## config.mk

```make
export PLATFORM = sky130hd
export DESIGN_NAME = irq_ctrl_unit
export DESIGN_NICKNAME = d
export VERILOG_FILES = /design/src/rtl/irq_pkg.sv /design/src/rtl/irq_ctl_word.sv /design/src/rtl/irq_arbiter.sv /design/src/rtl/irq_ctrl_unit.sv
export SDC_FILE = /design/constraint.sdc
export NUM_CORES = 1
export LEC_CHECK = 0
export CAP_MARGIN = 0
export CORE_MARGIN = 8
export CORE_UTILIZATION = 26
export CTS_CLUSTER_DIAMETER = 30
export DETAILED_ROUTE_END_ITERATION = 8
export PLACE_DENSITY = 0.75
export SLEW_MARGIN = 5
export SYNTH_ARGS = -nofsm -noshare
export SYNTH_HDL_FRONTEND = slang
export SYNTH_SLANG_ARGS = --single-unit
```

## constraint.sdc

```tcl
create_clock -name clk -period 1.3 [get_ports clk]
set_input_delay 0.325 -clock clk [delete_from_list [all_inputs] [get_ports clk]]
set_output_delay 0.325 -clock clk [all_outputs]
set_load 0.02 [all_outputs]
```

## src/rtl/irq_pkg.sv

```systemverilog
package irq_pkg;
   localparam int CTL_W    = 8;
   localparam int GEN_BIT  = 0;
   localparam int UEN_BIT  = 1;
   localparam int TEN_BIT  = 3;
   localparam int UFLG_BIT = 4;
   localparam int TFLG_BIT = 5;
   localparam logic [CTL_W-1:0] CTL_LIVE =
      (8'd1 << GEN_BIT) | (8'd1 << UEN_BIT) | (8'd1 << TEN_BIT) |
      (8'd1 << UFLG_BIT) | (8'd1 << TFLG_BIT);

   typedef enum logic {SRC_USB = 1'b0, SRC_TMR = 1'b1} irq_src_e;
endpackage

```

## src/rtl/irq_ctl_word.sv

```systemverilog
module irq_ctl_word
   import irq_pkg::*;
#(
   parameter int N_USB_EV = 4
) (
   input  logic             clk,
   input  logic             rst_n,
   input  logic             wr_en,
   input  logic [CTL_W-1:0] wr_data,
   input  logic [N_USB_EV-1:0] usb_evt,
   input  logic             tmr_evt,
   input  logic             take,
   input  irq_src_e         take_src,
   output logic [CTL_W-1:0] ctl
);
   initial begin
      assert (N_USB_EV >= 1) else $error("N_USB_EV must be at least 1");
   end

   logic [CTL_W-1:0] ctl_nxt;
   logic             usb_any;

   assign usb_any = |usb_evt;

   always_comb begin
      ctl_nxt = ctl;
      if (wr_en) ctl_nxt = wr_data & CTL_LIVE;
      if (take) begin
         ctl_nxt[GEN_BIT] = 1'b0;
         if (take_src == SRC_USB) ctl_nxt[UFLG_BIT] = 1'b0;
         else                     ctl_nxt[TFLG_BIT] = 1'b0;
      end
      if (usb_any) ctl_nxt[UFLG_BIT] = 1'b1;
      if (tmr_evt) ctl_nxt[TFLG_BIT] = 1'b1;
   end

   always_ff @(posedge clk) begin
      if (!rst_n) ctl <= '0;
      else        ctl <= ctl_nxt;
   end

   AST_USB_EVT_LATCH: assert property (@(posedge clk) disable iff (!rst_n)
      usb_any |=> ctl[UFLG_BIT]);
   AST_TMR_EVT_LATCH: assert property (@(posedge clk) disable iff (!rst_n)
      tmr_evt |=> ctl[TFLG_BIT]);
   AST_TAKE_DROPS_GEN: assert property (@(posedge clk) disable iff (!rst_n)
      take |=> !ctl[GEN_BIT]);
   AST_TAKE_DROPS_UFLG: assert property (@(posedge clk) disable iff (!rst_n)
      (take && take_src == SRC_USB && !usb_any) |=> !ctl[UFLG_BIT]);
   AST_IDLE_HOLDS: assert property (@(posedge clk) disable iff (!rst_n)
      (!wr_en && !take && !usb_any && !tmr_evt) |=> $stable(ctl));
endmodule

```

## src/rtl/irq_arbiter.sv

```systemverilog
module irq_arbiter
   import irq_pkg::*;
#(
   parameter int          ADDR_W    = 11,
   parameter int unsigned USB_VEC   = 4,
   parameter int unsigned TMR_VEC   = 8,
   parameter bit          USB_FIRST = 1'b1
) (
   input  logic              clk,
   input  logic              rst_n,
   input  logic              gen,
   input  logic              usb_pend,
   input  logic              tmr_pend,
   input  logic              stk_full,
   output logic              req,
   output irq_src_e          src,
   output logic [ADDR_W-1:0] vec
);
   localparam logic [ADDR_W-1:0] USB_A = ADDR_W'(USB_VEC);
   localparam logic [ADDR_W-1:0] TMR_A = ADDR_W'(TMR_VEC);

   initial begin
      assert (ADDR_W >= 4 && ADDR_W <= 16) else $error("ADDR_W out of range");
      assert (USB_VEC < (1 << ADDR_W) && TMR_VEC < (1 << ADDR_W))
         else $error("vector does not fit ADDR_W");
      assert (USB_VEC != TMR_VEC) else $error("vectors must differ");
   end

   generate
      if (USB_FIRST) begin : g_usb_first
         assign src = usb_pend ? SRC_USB : SRC_TMR;
      end else begin : g_tmr_first
         assign src = tmr_pend ? SRC_TMR : SRC_USB;
      end
   endgenerate

   assign req = gen && !stk_full && (usb_pend || tmr_pend);
   assign vec = (src == SRC_USB) ? USB_A : TMR_A;

   AST_FULL_BLOCKS: assert property (@(posedge clk) disable iff (!rst_n)
      stk_full |-> !req);
   AST_VEC_KNOWN: assert property (@(posedge clk) disable iff (!rst_n)
      req |-> (vec == USB_A || vec == TMR_A));
   AST_NO_IDLE_REQ: assert property (@(posedge clk) disable iff (!rst_n)
      (!usb_pend && !tmr_pend) |-> !req);
endmodule

```

## src/rtl/irq_ctrl_unit.sv

```systemverilog
module irq_ctrl_unit
   import irq_pkg::*;
#(
   parameter int          ADDR_W    = 11,
   parameter int          N_USB_EV  = 4,
   parameter int unsigned USB_VEC   = 4,
   parameter int unsigned TMR_VEC   = 8,
   parameter bit          USB_FIRST = 1'b1
) (
   input  logic              clk,
   input  logic              rst_n,
   input  logic              ctl_wr,
   input  logic [7:0]        ctl_wdata,
   output logic [7:0]        ctl_rdata,
   input  logic [N_USB_EV-1:0] usb_evt,
   input  logic              tmr_evt,
   input  logic              stk_full,
   input  logic              irq_ack,
   output logic              irq_req,
   output logic [ADDR_W-1:0] irq_vec,
   output logic              wake
);
   logic [CTL_W-1:0] ctl;
   logic             take;
   logic             usb_pend;
   logic             tmr_pend;
   irq_src_e         sel;

   assign take     = irq_ack && irq_req;
   assign usb_pend = ctl[UEN_BIT] && ctl[UFLG_BIT];
   assign tmr_pend = ctl[TEN_BIT] && ctl[TFLG_BIT];

   irq_ctl_word #(.N_USB_EV(N_USB_EV)) u_word (
      .clk      (clk),
      .rst_n    (rst_n),
      .wr_en    (ctl_wr),
      .wr_data  (ctl_wdata),
      .usb_evt  (usb_evt),
      .tmr_evt  (tmr_evt),
      .take     (take),
      .take_src (sel),
      .ctl      (ctl)
   );

   irq_arbiter #(
      .ADDR_W    (ADDR_W),
      .USB_VEC   (USB_VEC),
      .TMR_VEC   (TMR_VEC),
      .USB_FIRST (USB_FIRST)
   ) u_arb (
      .clk      (clk),
      .rst_n    (rst_n),
      .gen      (ctl[GEN_BIT]),
      .usb_pend (usb_pend),
      .tmr_pend (tmr_pend),
      .stk_full (stk_full),
      .req      (irq_req),
      .src      (sel),
      .vec      (irq_vec)
   );

   assign ctl_rdata = ctl;
   assign wake      = ctl[UFLG_BIT] || ctl[TFLG_BIT];

   AST_FULL_ACK_INERT: assert property (@(posedge clk) disable iff (!rst_n)
      (stk_full && irq_ack && !ctl_wr && !(|usb_evt) && !tmr_evt)
      |=> $stable(ctl_rdata));
   AST_WAKE_ON_FLAG: assert property (@(posedge clk) disable iff (!rst_n)
      tmr_evt |=> wake);
endmodule

```

======== Word level (Yosys, flattened, before mapping) ========
Cells that the tools add are included.
storage, ports and cells
  word-level logic and storage cells ...... 21
  output and inout port bits .............. 21
  bits in registers ....................... 5
  input bits .............................. 18
cells by class
  reduce and logical (&&, ||, !) cells .... 10
  multiplexer cells ....................... 7
  bitwise gates (word level) .............. 1
operators by type and width
  kind                number
  two-way mux 6 bit   1
  logical AND 1 bit   5
  two-way mux 1 bit   4
  two-way mux 4 bit   1
  OR reduction 4 bit  1
  logical OR 1 bit    2
  two-way mux 2 bit   1
  OR reduction 2 bit  1
  zero test 1 bit     1
  inverter 1 bit      1

======== Logic depth before layout (Yosys ltp) ========
Gate-level depths: netlist of the first run.
  word-level depth ........................ 6
  depth in mapped cells ................... 4
  depth with buffers taken out ............ 3

======== Cells and area by module ========
From an unflattened synthesis of the first run, not the netlist that was laid out.
unflattened totals
  cell total of the unflattened synthesis .. 43
  area total of the unflattened synthesis .. 381.6 µm²
by module, submodules not included
  module         area an instance (µm²)  instances  cells an instance  seq. area each (µm²)
  irq_ctl_word   249.0                   1          24                 100.1
  irq_arbiter    106.4                   1          15                 0.0
  irq_ctrl_unit  26.3                    1          4                  0.0

======== Least setup slack after synthesis of the first run ========
Ideal clock, no wire load.
  path type ............................... register to output
  start ................................... register u_word.ctl[4]
  end ..................................... output irq_req
  arrival ................................. 1.089 ns
  cell stages (with the launch flop) ...... 4
  path slack .............................. -0.114 ns
  path buffers ............................ 0
  required time ........................... 0.975 ns
  path through ............................ dfxtp_1 nand2_1 nand2_1 and3b_1
on the way
  longest elaborated chain between the ends .. 3
ends and longest elaborated chain
  what                      line                 text
  start: declaration        irq_ctl_word.sv:14   output logic [CTL_W-1:0] ctl
  start signal: assignment  irq_ctl_word.sv:39   else ctl <= ctl_nxt;
  logical AND 1 bit         irq_ctrl_unit.sv:30  assign usb_pend = ctl[UEN_BIT] && ctl[UFLG_BIT];
  logical OR 1 bit          irq_arbiter.sv:37    assign req = gen && !stk_full && (usb_pend || tmr_pend);
  logical AND 1 bit         irq_arbiter.sv:37
  end: declaration          irq_ctrl_unit.sv:19  output logic irq_req,
No other way between the ends.

======== Worst setup path after layout of the first run ========
Ends and elaborated chain as after synthesis.

==> summary.md, run 1 <==
| Metric | Value |
|---|---|
| Post-Route WL | `1110 um` |
| Min Tclk post-route | `1.35 ns` |
| Count leader, synth | `buf_4` |
| Crit path largest cell delay | `0.36 ns` |
| Largest net degree at the start of global routing | `6` |
| Vias per inst | `4.08` |
| Chip height | `53.3 um` |
| Pre-antenna DRT Iters | `4` |
| Peak VDD IR | `406 uV` |
| Fillers | `138` |
| Reg area | `108 um^2` |
| CP max stage cell | `dfxtp_4` |
| Die W | `53.3 um` |
| CP Class | `reg -> out` |
| Cell Area, Synth | `362 um^2` |
| Ys async rst share | `0%` |
| # Post-CTS Setup Buffers | `0` |
| Initial antenna violation count | `0` |
| Routed Antenna Nets | `0` |
| R2R Path Start | `u_word.ctl[5]` |
| Synth cell count leaders | `buf_4 (14), dfxtp_1 (5), mux2i_1 (3), nand2_1 (3)` |
| Post-place setup slack | `-0.595 ns` |
| Final setup vio count | `1` |
| Cells after DPL | `85` |
| Syn-to-layout area delta | `77.5%` |
| Pwr Total | `0.535 mW` |
| Synth top area share | `29.1%` |
| Cell internal pwr | `0.371 mW` |
| Final hold vios | `0` |
| CTS tree | `yes` |
| Required time of the critical path | `0.98 ns` |
| Part of the Yosys area used for sequential elements | `27.7%` |
| Number of nets in the layout | `93` |
| Starting density of the core | `27.8%` |
| Net switching power | `0.164 mW` |
| Final hold slack | `0.559 ns` |
| Critical Path Sink Type | `output port` |
| Clk pwr share | `34.6%` |
| Top cells by area, synth | `buf_4 (29%), dfxtp_1 (28%), mux2i_1 (8.3%)` |
| Flop pwr share | `32.4%` |
| Ratio of cells with drive above 1 in the final layout | `37.8%` |
| Fin Setup TNS | `-0.0499 ns` |
| Fmax | `741 MHz` |
| Cell count after synthesis | `43` |
| First DRT Iteration DRCs | `5` |
| Synthesized flop and latch total | `5` |
| Hold_sp | `u_word.ctl[3]` |
| Antenna diodes | `0` |
| H-tree depth | `1` |
| Max reg flops | `5` |
| Routability cong. | `0.776` |
| Post-DR wirelength/cell | `12.5 um` |
| Clock buffer count from CTS | `3` |
| Biggest regs | `u_word.ctl: 5 flops` |
| Worst clock skew | `0.00443 ns` |
| Core area | `1300 um^2` |
| Worst-Skew Late Latency | `0.25 ns` |
| Buffers and inverters on the worst path | `1` |
| Grt ovf | `0` |
| Final Core Density | `49.3%` |
| Final worst slack | `-0.0499 ns` |
| Die area | `2840 um^2` |
| Delay-heaviest family, CP | `flip-flops` |
| Critical Path Source | `u_word.ctl[4]` |
| # IOs | `39` |
| Critical Path AT | `1.02 ns` |
| Pleak | `0.325 nW` |
| Most used cell, CP | `nand2_2` |
| Failing checks | `setup timing` |
| Non-filler cells, final | `89` |
| Reg clk slew, reported paths | `0.05 ns` |
| Largest Register | `u_word.ctl` |
| Global-route wire length before repair | `1740 um` |
| PortBufs | `23` |
| Top FF cell, synth | `dfxtp_1` |
| Mean Syn Cell Area | `8.41 um^2` |
| Synth warnings | `0` |
| Max cap viols | `0` |
| Post-synth cell types | `19` |
| Clock sink count | `5` |
| Placed wire-length estimate | `925 um` |
| Std cell rows | `13` |
| CP cell instances | `nand2_2 -> nand2_2 -> and3b_1 -> buf_6` |
| Period utilization | `104%` |
| Comb pwr share | `33.0%` |
| Hold Path Class | `reg -> reg` |
| Post-synth EDFFs | `0` |
| DRC violations left | `0` |
| CTS max path bufs | `2` |
| Power per cell area | `833 nW/um^2` |
| Net Sw Frac | `30.6%` |
| Routed vias | `363` |
| Gr usage total | `8.75%` |
| Final Max Slew Viols | `0` |
| Crit path max fanout | `4` |
| Clk root buf | `clkbuf_4` |
| Placed Area | `607 um^2` |
| Unrepaired setup endpoints after global routing | `yes` |
| Vias in the first global route | `383` |
| Design Area, Final | `642 um^2` |
| Area leader, netlist | `buf_4` |
| Area taken by multi-input logic gates | `199 um^2` |
| Hold buffers post-CTS | `0` |
| Status | `finished with violations` |
| Crit start category | `flip-flop` |
-- kinds of logic (layout without fill, tap and decap cells) --
logic type             count (synthesis)  in the layout  synth area share, %
muxes                                  4              4                 11.4
buffers and inverters                 16             36                 31.5
AOI/OAI and AO/OA                      6              6                 10.4
other                                  1             12                 1.04
DFF                                    5              5                 27.7
and+or+nand+nor                       11             11                 18.0
-- power by group through the flow --
stage / registers (mW) / clock network [mW] / logic [mW]
after floorplan: 0.186 / 0 / 0.103
after global placement: 0.175 / 0 / 0.175
after detailed placement: 0.175 / 0 / 0.178
after CTS: 0.173 / 0.194 / 0.176
after global routing: 0.175 / 0.211 / 0.188
final: 0.173 / 0.185 / 0.176
-- cell usage in the layout, fill, tap and decap left out, types with 3 or more instances in the layout --
cell type and n:
dfxtp_2 3, clkdlybuf4s50_1 13, buf_6 4, nand2_2 3, clkbuf_4 3, buf_4 8, conb_1 12, mux2i_1 3
-- metal layers --
layer | global-route usage (%) | part of all wire [%]
met5 | 0 | 0
met4 | 6.72 | 2.4
met3 | 6.72 | 13
met2 | 13.9 | 50
met1 | 7.20 | 34
-- worst register-to-register path: cells and delay by family (launching register included) --
kind / cells / cell delay (ns)
DFF: 1 / 0.32
muxes: 1 / 0.25
AOI/OAI and AO/OA: 2 / 0.19
buffers and inverters: 1 / 0.12
-- layout make-up --
cell class              instances  area share, %
multi-input cells              33           31.0
clock buffers                   4           4.09
inverters                       1          0.585
flip-flops and latches          5           16.8
well taps                      15           2.92
repair buffers                 31           44.6
-- worst paths after layout --
| path | slack [ns] | to | depth (start not counted) |
|---|---|---|---|
| max | -0.05 | irq_req | 4 |
| min | 0.56 | u_word.ctl[0] | 3 |
| max reg2reg | 0.30 | u_word.ctl[5] | 4 |
| min reg2reg | 0.56 | u_word.ctl[0] | 3 |
-- what timing repair did --
item                       4_1_cts  5_1_grt
pin swaps                        0        3
resized for setup               33       13
setup endpoints to repair        9        7
No activity file was read; power rests on OpenSTA's default activity.
==> run 2, diff against run 1 <==
- CORE_AREA: default -> 8 8 45 47
- CORE_MARGIN: 8 -> default
- CORE_UTILIZATION: 26 -> default
- DIE_AREA: default -> 0 0 53 55
- PLACE_DENSITY: 0.75 -> 0.78
- clock period: 1.3 -> 1.7 ns (I/O delays scaled with it)
==> run 2 against run 1 <==
Sequential share of layout area is 0.078 points higher. Combinational power fell by 30%. The flow now finishes without violations. Highest routed layer is now met3. Register-to-register slack gained 0.39 ns. Final cell count fell by 2.2%. Design area shrank 7.4%. Via count fell by 6.1%. Clock skew is 0.0038 ns lower. Critical path depth down 3. Setup slack better by 0.11 ns. Critical path type unchanged. Non-clock buffer count down 3. Critical endpoint is now ctl_rdata[0]. Sequential power down 24%. Global-route usage down 1.4 points.
==> summary.md, run 2 (synthesis gave the netlist of run 1 again) <==
| Metric | Value |
|---|---|
| Status | `finished clean` |
| Peak VDD IR | `313 uV` |
| R2R cell count | `4` |
| Critical Path Sink Type | `output port` |
| Delay-heaviest family, CP | `buffers and inverters` |
| Critical Path Source | `u_word.ctl[0]` |
| R2R Path Start | `u_word.ctl[5]` |
| Vias per inst | `3.92` |
| CTS tree | `yes` |
| Required time of the critical path | `1.27 ns` |
| DRC violations left | `0` |
| Reg area | `100 um^2` |
| Die W | `53 um` |
| Power per cell area | `658 nW/um^2` |
| CP cell instances | `clkdlybuf4s50_1` |
| Cells after DPL | `83` |
| Reg clk slew, reported paths | `0.04 ns` |
| Net switching power | `0.115 mW` |
| Area taken by multi-input logic gates | `189 um^2` |
| Hold Path Class | `reg -> reg` |
| Routed vias | `341` |
| Comb pwr share | `31.7%` |
| CP Depth | `1` |
| Core area | `1380 um^2` |
| Final hold vios | `0` |
| Post-Route WL | `988 um` |
| Pleak | `0.296 nW` |
| R2R Path End | `u_word.ctl[5]` |
| Cell internal pwr | `0.276 mW` |
| Final Max Slew Viols | `0` |
| Unrepaired setup endpoints after global routing | `no` |
| Net Sw Frac | `29.4%` |
| Die area | `2920 um^2` |
| Number of nets in the layout | `90` |
| Post-DR wirelength/cell | `11.4 um` |
| Pre-antenna DRT Iters | `4` |
| CP max stage cell | `clkdlybuf4s50_1` |
| # IOs | `39` |
| Fmax | `611 MHz` |
| Ratio of cells with drive above 1 in the final layout | `15.5%` |
| PortBufs | `23` |
| Syn-to-layout area delta | `64.4%` |
| Buffers and inverters on the worst path | `1` |
| Vias in the first global route | `361` |
| CP Class | `reg -> out` |
| First DRT Iteration DRCs | `5` |
| Max cap viols | `0` |
| H-tree depth | `1` |
| Biggest regs | `u_word.ctl: 5 flops` |
| CP endpoint | `ctl_rdata[0]` |
| Design Area, Final | `594 um^2` |
| Hold buffers post-CTS | `0` |
| Min Tclk post-route | `1.64 ns` |
| Chip height | `55 um` |
| Flop pwr share | `33.5%` |
| Grt ovf | `0` |
| Largest net degree at the start of global routing | `6` |
| Antenna diodes | `0` |
| Final setup vio count | `0` |
| Std cell rows | `14` |
| Initial antenna violation count | `0` |
| Routability cong. | `0.731` |
| Fillers | `153` |
| Placed Area | `581 um^2` |
| Crit path largest cell delay | `0.62 ns` |
| Commonest non-fill, non-tap cell in the layout | `clkdlybuf4s50_1` |
| Commonest cells after routing, fill and taps aside | `clkdlybuf4s50_1 (16), conb_1 (12), dlygate4sd2_1 (6)` |
| Non-filler cells, final | `87` |
| Placed wire-length estimate | `862 um` |
| Gr usage total | `7.32%` |
| Global-route wire length before repair | `1510 um` |
| R2R setup slack | `0.69 ns` |
| Clk pwr share | `34.8%` |
| Largest Register | `u_word.ctl` |
| Crit start category | `flip-flop` |
| Critical Path AT | `1.21 ns` |
| Clock sink count | `5` |
| Routed Antenna Nets | `0` |
| Starting density of the core | `26.1%` |
| Clock buffer count from CTS | `3` |
| Max reg flops | `5` |
| Worst-Skew Late Latency | `0.24 ns` |
| Crit path max fanout | `4` |
| Fin Setup TNS | `0 ns` |
| Period utilization | `96.3%` |
| Clk root buf | `clkbuf_4` |
| Worst clock skew | `0.000640 ns` |
| CTS max path bufs | `2` |
[run 2: how the worst min path moves through the flow]
stage | start | endpoint | cells after the start
5_1_grt | u_word.ctl[3] | u_word.ctl[3] | 2
3_5_place_dp | u_word.ctl[3] | u_word.ctl[3] | 2
2_1_floorplan | rst_n | u_word.ctl[4] | 1
6_report | u_word.ctl[3] | u_word.ctl[3] | 2
3_3_place_gp | u_word.ctl[3] | u_word.ctl[3] | 2
4_1_cts | u_word.ctl[3] | u_word.ctl[3] | 2
[run 2: through the flow]
stage          utilization [%]  hold WS, ns  total power [mW]  worst slack [ns]
2_1_floorplan                -        0.543             0.219             0.186
3_3_place_gp              42.0        0.534             0.262            -0.356
3_5_place_dp              42.0        0.528             0.264            -0.368
4_1_cts                   42.9        0.536             0.402            0.0359
5_1_grt                   42.9        0.558             0.420            0.0137
6_report                  42.9        0.532             0.391            0.0632
[run 2: worst min-delay path, cell delays in order (launching register included)]
cell     delay, ns
dfxtp_1       0.31
mux2i_1       0.12
nor2b_1       0.05
[run 2: layer usage]
| layer | vias up | wire (um) | share of wire, % | track usage [%] |
|---|---|---|---|---|
| met5 | - | 0 | 0 | 0 |
| met4 | 0 | 0 | 0 | 6.47 |
| met3 | 0 | 167 | 17 | 5.08 |
| met2 | 21 | 484 | 49 | 11.9 |
| met1 | 148 | 336 | 34 | 5.93 |
| li1 | 172 | - | - | - |
[run 2: cell type report]
cell class                      count  share of cell area (%)
Timing Repair Buffer               28                    42.9
Multi-Input combinational cell     33                    31.8
Sequential cell                     5                    16.8
Clock buffer                        4                    4.42
Tap cell                           16                    3.37
Inverter                            1                   0.632
[run 2: power groups by stage]
stage	clock, mW	sequential (mW)	combinational [mW]
6_report	0.136	0.131	0.124
5_1_grt	0.154	0.132	0.134
4_1_cts	0.146	0.131	0.125
3_5_place_dp	0	0.133	0.131
3_3_place_gp	0	0.133	0.130
2_1_floorplan	0	0.141	0.0784
[run 2: what timing repair did]
| action | CTS | global route |
|---|---|---|
| buffers inserted | 0 | 0 |
| setup endpoints to repair | 7 | 0 |
| gates resized for setup | 10 | 0 |
